## src/rtl/store_pipe_pkg.sv

```systemverilog
package store_pipe_pkg;
    parameter int ADDR_W     = 32;
    parameter int DATA_W     = 64;
    parameter int LINE_BYTES = 32;
    parameter int NUM_LINES  = 64;

    localparam int MASK_W = DATA_W / 8;
    localparam int OFS_W  = $clog2(LINE_BYTES);
    localparam int BYTE_W = $clog2(MASK_W);
    localparam int WORD_W = OFS_W - BYTE_W;
    localparam int IDX_W  = $clog2(NUM_LINES);
    localparam int TAG_W  = ADDR_W - IDX_W - OFS_W;

    typedef struct packed {
        logic [ADDR_W-1:0] addr;
        logic [DATA_W-1:0] data;
        logic [MASK_W-1:0] mask;
    } store_req_t;

    typedef enum logic [1:0] {
        ENQ_IDLE,
        ENQ_LOOKUP,
        ENQ_HOLD
    } enq_state_t;

    function automatic logic [IDX_W-1:0] idx_of(input logic [ADDR_W-1:0] a);
        return a[OFS_W +: IDX_W];
    endfunction

    function automatic logic [TAG_W-1:0] tag_of(input logic [ADDR_W-1:0] a);
        return a[ADDR_W-1 -: TAG_W];
    endfunction

    function automatic logic [WORD_W-1:0] word_of(input logic [ADDR_W-1:0] a);
        return a[BYTE_W +: WORD_W];
    endfunction
endpackage

```

## src/rtl/store_agen.sv

```systemverilog
module store_agen
    import store_pipe_pkg::*;
(
    input  logic [ADDR_W-1:0] base,
    input  logic [ADDR_W-1:0] disp,
    input  logic [DATA_W-1:0] data,
    input  logic [MASK_W-1:0] mask,
    output store_req_t        req,
    output logic [IDX_W-1:0]  index
);
    always_comb begin
        req.addr = base + disp;
        req.data = data;
        req.mask = mask;
        index    = idx_of(req.addr);
    end
endmodule

```

## src/rtl/store_tag_array.sv

```systemverilog
module store_tag_array
    import store_pipe_pkg::*;
(
    input  logic             clk,
    input  logic             rst_n,
    input  logic [IDX_W-1:0] rd_index,
    output logic [TAG_W-1:0] rd_tag,
    output logic             rd_valid,
    input  logic             wr_en,
    input  logic [IDX_W-1:0] wr_index,
    input  logic [TAG_W-1:0] wr_tag
);
    logic [TAG_W-1:0]     tag_mem [NUM_LINES];
    logic [NUM_LINES-1:0] line_vld;

    // Tag storage: no reset, validity tracked separately.
    always_ff @(posedge clk) begin
        if (wr_en) tag_mem[wr_index] <= wr_tag;
        rd_tag <= tag_mem[rd_index];
    end

    always_ff @(posedge clk) begin
        if (!rst_n) begin
            line_vld <= '0;
            rd_valid <= 1'b0;
        end else begin
            if (wr_en) line_vld[wr_index] <= 1'b1;
            rd_valid <= line_vld[rd_index];
        end
    end
endmodule

```

## src/rtl/store_enq_stage.sv

```systemverilog
module store_enq_stage
    import store_pipe_pkg::*;
(
    input  logic             clk,
    input  logic             rst_n,
    input  logic             in_valid,
    input  store_req_t       in_req,
    input  logic             wb_full,
    input  logic [TAG_W-1:0] tag_q,
    input  logic             tag_vld_q,
    output logic             stall,
    output logic             enq_valid,
    output logic             hit,
    output store_req_t       held_req
);
    enq_state_t state, state_nx;
    logic       occupied;
    logic       accept;

    always_comb begin
        occupied = (state != ENQ_IDLE);
        stall    = occupied && wb_full;
        accept   = in_valid && !stall;
        state_nx = state;
        unique case (state)
            ENQ_IDLE:   state_nx = accept ? ENQ_LOOKUP : ENQ_IDLE;
            ENQ_LOOKUP,
            ENQ_HOLD:   state_nx = wb_full ? ENQ_HOLD
                                 : (accept ? ENQ_LOOKUP : ENQ_IDLE);
            default:    state_nx = ENQ_IDLE;
        endcase
    end

    always_ff @(posedge clk) begin
        if (!rst_n) begin
            state    <= ENQ_IDLE;
            held_req <= '0;
        end else begin
            state <= state_nx;
            if (accept) held_req <= in_req;
        end
    end

    always_comb begin
        enq_valid = occupied && !wb_full;
        hit       = occupied && tag_vld_q && (tag_q == tag_of(held_req.addr));
    end
endmodule

```

## src/rtl/store_path_pipe.sv

```systemverilog
module store_path_pipe
    import store_pipe_pkg::*;
(
    input  logic                 clk,
    input  logic                 rst_n,
    input  logic                 st_valid,
    input  logic [ADDR_W-1:0]    st_base,
    input  logic [ADDR_W-1:0]    st_disp,
    input  logic [DATA_W-1:0]    st_data,
    input  logic [MASK_W-1:0]    st_mask,
    output logic                 stall_req,
    input  logic                 wb_full,
    output logic                 wb_enq_valid,
    output logic [ADDR_W-1:0]    wb_enq_addr,
    output logic [DATA_W-1:0]    wb_enq_data,
    output logic [MASK_W-1:0]    wb_enq_mask,
    input  logic                 tag_wr_en,
    input  logic [IDX_W-1:0]     tag_wr_index,
    input  logic [TAG_W-1:0]     tag_wr_tag,
    output logic                 dwr_en,
    output logic [IDX_W-1:0]     dwr_index,
    output logic [WORD_W-1:0]    dwr_word,
    output logic [DATA_W-1:0]    dwr_data,
    output logic [MASK_W-1:0]    dwr_mask
);
    store_req_t       ag_req, held_req;
    logic [IDX_W-1:0] ag_index, rd_index;
    logic [TAG_W-1:0] tag_q;
    logic             tag_vld_q, enq_fire, lookup_hit;

    store_agen u_agen (
        .base(st_base), .disp(st_disp), .data(st_data), .mask(st_mask),
        .req(ag_req), .index(ag_index)
    );

    // A held store re-reads its own line so the compare stays current.
    assign rd_index = stall_req ? idx_of(held_req.addr) : ag_index;

    store_tag_array u_tags (
        .clk(clk), .rst_n(rst_n),
        .rd_index(rd_index), .rd_tag(tag_q), .rd_valid(tag_vld_q),
        .wr_en(tag_wr_en), .wr_index(tag_wr_index), .wr_tag(tag_wr_tag)
    );

    store_enq_stage u_enq (
        .clk(clk), .rst_n(rst_n),
        .in_valid(st_valid), .in_req(ag_req), .wb_full(wb_full),
        .tag_q(tag_q), .tag_vld_q(tag_vld_q),
        .stall(stall_req), .enq_valid(enq_fire), .hit(lookup_hit),
        .held_req(held_req)
    );

    assign wb_enq_valid = enq_fire;
    assign wb_enq_addr  = held_req.addr;
    assign wb_enq_data  = held_req.data;
    assign wb_enq_mask  = held_req.mask;

    // Write stage: data-array write one cycle after a hitting enqueue.
    always_ff @(posedge clk) begin
        if (!rst_n) begin
            dwr_en    <= 1'b0;
            dwr_index <= '0;
            dwr_word  <= '0;
            dwr_data  <= '0;
            dwr_mask  <= '0;
        end else begin
            dwr_en    <= enq_fire && lookup_hit;
            dwr_index <= idx_of(held_req.addr);
            dwr_word  <= word_of(held_req.addr);
            dwr_data  <= held_req.data;
            dwr_mask  <= held_req.mask;
        end
    end
endmodule

```

## config.mk

```make
export PLATFORM = sky130hd
export DESIGN_NAME = store_path_pipe
export DESIGN_NICKNAME = d
export VERILOG_FILES = /design/src/rtl/store_pipe_pkg.sv /design/src/rtl/store_agen.sv /design/src/rtl/store_tag_array.sv /design/src/rtl/store_enq_stage.sv /design/src/rtl/store_path_pipe.sv
export SDC_FILE = /design/constraint.sdc
export NUM_CORES = 2
export LEC_CHECK = 0
export ABC_AREA = 1
export BUFFER_PORTS_ARGS = -buffer_cell sky130_fd_sc_hd__clkbuf_2
export CAP_MARGIN = 20
export CORE_AREA = 2 2 385 387
export DETAILED_ROUTE_END_ITERATION = 8
export DIE_AREA = 0 0 387 389
export HOLD_SLACK_MARGIN = 0.06
export PLACE_DENSITY_LB_ADDON = 0.12
export REMOVE_ABC_BUFFERS = 1
export SLEW_MARGIN = 20
export SYNTH_ARGS = -nofsm -noshare
export SYNTH_HDL_FRONTEND = slang
export SYNTH_SLANG_ARGS = --single-unit
export TNS_END_PERCENT = 30
```

## constraint.sdc

```tcl
create_clock -name clk -period 3.4 [get_ports clk]
set_clock_uncertainty 0.15 [all_clocks]
set_input_delay 1.02 -clock clk [delete_from_list [all_inputs] [get_ports clk]]
set_output_delay 1.02 -clock clk [all_outputs]
set_load 0.03 [all_outputs]
```

======== Word-level counts from Yosys, hierarchy flattened ========
Memories as Yosys holds them, arrays and structs flattened. A register that Yosys moved wholly into a read port is not among the register bits.
Cells that the tools add are included.
W data, S select, Z words.
word-level totals
  flip-flop bits (word level) ............. 252
  output and inout port bits .............. 187
  memories kept ........................... 1
  memory bits (writable) .................. 1,344
  logic and storage cells ................. 42
  bits of input ports ..................... 168
memories
  memory          words  width  read ports  clocked after memory_dff  write ports  RTL line               RTL
  u_tags.tag_mem  64     21     1           1                         1            store_tag_array.sv:13  logic [TAG_W-1:0] tag_mem [NUM_LINES];
operators by class
  reduce and logical (&&, ||, !) cells .... 12
  mux-type cells .......................... 10
  equal/unequal tests ..................... 3
  $lt $le $gt $ge ......................... 3
  bitwise operators ....................... 1
  add/sub/neg operators ................... 1
operator list
  cell                  count
  $or A64 B64 Y64       1
  $add A32 B32 Y32      1
  $eq A21 B21 Y1        1
  $lt A6 B7 Y1 const B  2
  $logic_and A1 B1 Y1   7
  $bmux W1 S6           1
  $demux W1 S6          1
  $ge A6 B1 Y1 const B  1
  $mux W6               1
  $mux W1               5
  $pmux W2 S2           1
  $eq A2 B1 Y1 const B  1
  $eq A2 B2 Y1 const B  1
  $logic_not A1 Y1      2
  $logic_not A2 Y1      1
  $mux W2               1
  $reduce_bool A2 Y1    1
  $reduce_or A2 Y1      1

======== Logic depth before layout (Yosys ltp) ========
  word-level depth ........................ 7
  depth in mapped cells ................... 20
  gate-level depth less buffers ........... 18

======== Cells and area by module ========
Synthesis repeated with hierarchy kept, for this count alone.
second synthesis, totals
  cell total of the unflattened synthesis .. 6,270
  area total of the unflattened synthesis .. 66,720.2 µm²
by module, submodules not included
  module           cells an instance  seq. area each (µm²)  area an instance (µm²)  instances
  store_tag_array  4,865              42,080.4              57,256.2                1
  store_enq_stage  561                2,122.0               4,087.7                 1
  store_agen       572                0.0                   2,970.3                 1
  store_path_pipe  272                1,621.6               2,406.1                 1

======== Worst setup path after synthesis ========
Ideal clock, no wire load.
  path type ............................... input to register
  from .................................... input port st_base[0]
  to ...................................... register u_tags.rd_tag[2] (read register of u_tags.tag_mem)
  required time ........................... 3,136 ps
  path slack .............................. 80 ps
  library setup time ...................... 114 ps
  arrival ................................. 3,056 ps
  stages on the path ...................... 20
  path buffers ............................ 2
  cell sequence ........................... ha_1 > fa_1 > nand2_1 > nand2_1 > nand3b_1 > nand2_1 > nand2_1 > nand3_1 > nand2_1 > clkinv_2 > buf_6 > clkbuf_1 > o21ai_0 > inv_1 > o21ai_0 > nand3_1 > nand3_1 > nand3_1 > nand3_1 > nand2_1
on the way
  cells in the longest elaborated chain, start to end .. 2
RTL lines
  element           RTL line               RTL
  from (decl)       store_path_pipe.sv:7   input logic [ADDR_W-1:0] st_base,
  $add A32 B32 Y32  store_agen.sv:12       req.addr = base + disp;
  $mux W6           store_path_pipe.sv:37  assign rd_index = stall_req ? idx_of(held_req.addr) : ag_index;
  to (decl)         store_tag_array.sv:7   output logic [TAG_W-1:0] rd_tag,
No other way between the ends.
A chain may end at the register's enable or synchronous reset.

======== Final worst setup path ========
  from .................................... input port st_base[1]
  to ...................................... register u_tags.rd_tag[7] (read register of u_tags.tag_mem)
Same word-level chain as after synthesis.

==> qor.csv <==
metric,value,unit
leakagePower,0.03076,uW
dr.first_iter.drc_count,4156,
startpoint_type,input port,
power.density,639.8,nW/um2
synth_edf_count,1344,
area_growth_syn_to_layout,21.57,%
place_congestion,0.8869,
clock-root-buffer,clkbuf_16,
ant_nets,0,
start_util,44.58,%
relSlewSlack,29.40,%
routed_wl,202.5,mm
p_total,50830,uW
cts.path.max_buffers,3,
crit_chain,clkbuf_2 -> buf_4 -> ha_1 -> nand2_1 -> nor2_1 -> nand2_1 -> nand3_2 -> nand2_1 -> nand3_4 -> nand2_8 -> buf_12 -> buf_12 -> buf_6 -> nand2_1 -> o211ai_1 -> o211ai_1 -> nand3_1 -> nand3_1 -> nand3_2 -> nand2_1,
hold_class,in -> reg,
port_buffers,354,
synth_seq_cells,1617,
regArea,45820,um2
setup_viol,0,
wl_met3,14.72,mm
antenna_cells,0,
crit_fanout,22,
die_y,389,um
fmax,0.2982,GHz
slowest_stage,ha_1,
seq_power_share,44.1,%
worstMarginPinSlew,1.059,ns
antenna_found_initial,5,
vias_per_cell,5.466,
clk_latency,0.80,ns
grtUsageTotal,26.30,%
grt_max_degree,101,
placement_rows,141,
fp.dieW,387,um
cts.sinks,1617,
netlist_instances,5618,
power_frac_clock,34.7,%
drive_above_1_share,18.51,%
yosysUniqueCellTypes,48,
ys_top_cells_by_area,"edfxtp_1, dfxtp_1, o211ai_1, nand3_1, nand2_1",
max_stage_delay,0.30,ns
synth_top_area_share,61.76,%
p_sw,15260,uW
cp_common_cell,nand2_1,
synth_top_cells_by_count,"edfxtp_1, nand2_1, inv_1",
p_int,35570,uW
hpwl,127.2,mm
fin_crit,3.353,ns
worstPathRequired,3.94,ns
met1_length,87.07,mm
cts_tree,yes,
fin_crit_sh,98.63,%
core-area,146600,um2
wl_met2,94.17,mm
async_reset_ff_share,0,%
p_comb_share,21.2,%
grt_pass1_wl,293.1,mm
fin_nets,6463,
postLayoutCoreUtil,54.19,%
fillCellCount,12449,
num_vias,45570,
rsz0062_at_grt,true,
ctsHoldBuffers,0,
arrival,3.89,ns
drc,0,
first_pass_iters,6,
slew_viol_final,0,
synth_largest_area_cell,edfxtp_1,
post_synth.cell_area_avg,11.63,um2
switching_share,30.02,%
clk_pin_slew,0.06,ns
cts_made_buffers,167,
drv_cap,0,
grt_overflow,0,
peakVddDrop,0.4785,mV
end_kind,register,
multiInputGateArea,15950,um2
ys.flop_type,edfxtp_1,
status,"complete, no violations",
highest_layer,met5,
synthesis.area,65350,um2
h-tree-depth,4,
ios,355,
yosysSeqAreaShare,70.12,%
hold_viol_final,0,
route.detailed.wl_per_inst,24.29,um
die-area,150500,um2
synth_most_common_cell,edfxtp_1,
crit_type,in -> reg,
grt_pass1_vias,43610,
yosys_warnings,0,
-- through the flow --
step	worst slack, ns	instance area (um2)	TNS (ns)	hold WS [ns]	std cells
finish	0.04670	79450	0	0.2830	8337
global route	-0.05073	79450	-0.2384	0.2544	8337
CTS	-0.03926	79010	-0.07374	0.2169	8324
detailed placement	-1.273	73480	-23.46	0.2791	8008
global placement	-1.265	73480	-23.50	0.2746	8008
floorplan	-9.819	63830	-450.26	0.2903	5278
-- routing by layer --
layer  vias up  track usage (%)
met2      1695            42.20
met1     22468            36.39
met5         -                0
li1      21117                -
met4         4            8.635
met3       286            4.602
-- layout make-up --
cell class / count / share of cell area [%]
Sequential cell: 1617 / 57.68
Timing Repair Buffer: 814 / 9.229
Tap cell: 1930 / 3.040
Inverter: 703 / 3.355
Clock buffer: 227 / 5.741
Multi-Input combinational cell: 2958 / 20.08
Clock inverter: 88 / 0.8788
-- cells in the final DEF (no fill, tap or decap), types with 4 or more instances in the layout --
master	netlist	final
clkinv_1	2	37
inv_6	0	5
dfxtp_1	273	273
clkbuf_1	172	48
nor3_1	15	15
o21ai_1	56	57
o21bai_1	23	23
o21ai_0	509	508
nand2_1	696	693
inv_1	695	695
a31oi_1	9	9
clkbuf_16	0	176
nand3_1	550	502
nand3_4	1	15
buf_4	12	286
clkbuf_2	2	354
edfxtp_1	1344	1344
ha_1	33	32
clkinv_8	0	8
a21oi_1	48	47
clkinv_2	1	31
o22ai_1	9	9
buf_6	6	16
nor2_2	0	65
buf_16	0	6
o211ai_1	442	442
xnor2_1	14	14
nand3_2	2	36
buf_12	0	145
o22a_1	72	72
bufinv_16	0	6
xor2_1	17	17
clkbuf_8	0	7
nor2_1	427	361
o221ai_1	4	4
-- power by group through the flow --
| stage | sequential, uW | clock (uW) | combinational [uW] |
|---|---|---|---|
| after floorplan | 22800 | 0 | 5020 |
| final | 22400 | 17600 | 10800 |
| after detailed placement | 22800 | 0 | 10300 |
| after global routing | 22400 | 18700 | 11600 |
| after CTS | 22400 | 17900 | 10500 |
| after global placement | 22800 | 0 | 10200 |
-- final timing paths --
kind | slack (ns) | depth (start not counted) | end | start
worst max register to register | 0.28 | 15 | u_tags.rd_tag[12]$_DFF_P_ | u_enq.state[0]$_SDFF_PN0_
worst max-delay path | 0.05 | 20 | u_tags.rd_tag[7]$_DFF_P_ | st_base[1]
worst min register to register | 0.29 | 2 | dwr_data[24]$_SDFF_PN0_ | u_enq.held_req[32]$_SDFFE_PN0P_
worst min-delay path | 0.28 | 2 | u_enq.held_req[48]$_SDFFE_PN0P_ | st_data[40]
-- what timing repair did --
item | CTS | global route
pin swaps | 1 | 10
resized for setup | 48 | 54
hold endpoints to repair | 0 | 0
gates cloned | 0 | 5
endpoints found under the setup margin | 20 | 22
buffers inserted | 1 | 8
-- cells by family (layout without fill, tap and decap cells) --
| family | Yosys count | in the layout | share of synthesized area [%] |
|---|---|---|---|
| AOI/OAI and AO/OA | 1185 | 1185 | 11.40 |
| xor gates and xnor gates | 31 | 31 | 0.4155 |
| adders and majority gates | 34 | 34 | 0.6625 |
| buffers and inverters | 1043 | 1832 | 6.370 |
| DFF | 1617 | 1617 | 70.12 |
| and+or+nand+nor | 1708 | 1708 | 11.03 |
-- flip-flops by register name (all words and copies together), names as in the netlist --
| signal | count |
|---|---|
| u_tags.tag_mem | 1344 |
| u_enq.held_req | 104 |
| dwr_data | 64 |
| u_tags.line_vld | 64 |
| u_tags.rd_tag | 21 |
| dwr_mask | 8 |
| dwr_index | 6 |
| dwr_word | 2 |
| u_enq.state | 2 |
| dwr_en | 1 |
| u_tags.rd_valid | 1 |
-- critical path: cells and delay by family --
family	cells	cell delay, ns
adders and majority gates	1	0.30
buffers and inverters	5	0.90
and+or+nand+nor	12	1.44
AOI/OAI and AO/OA	2	0.18
Note: power is estimated with default switching activity, not from simulation.
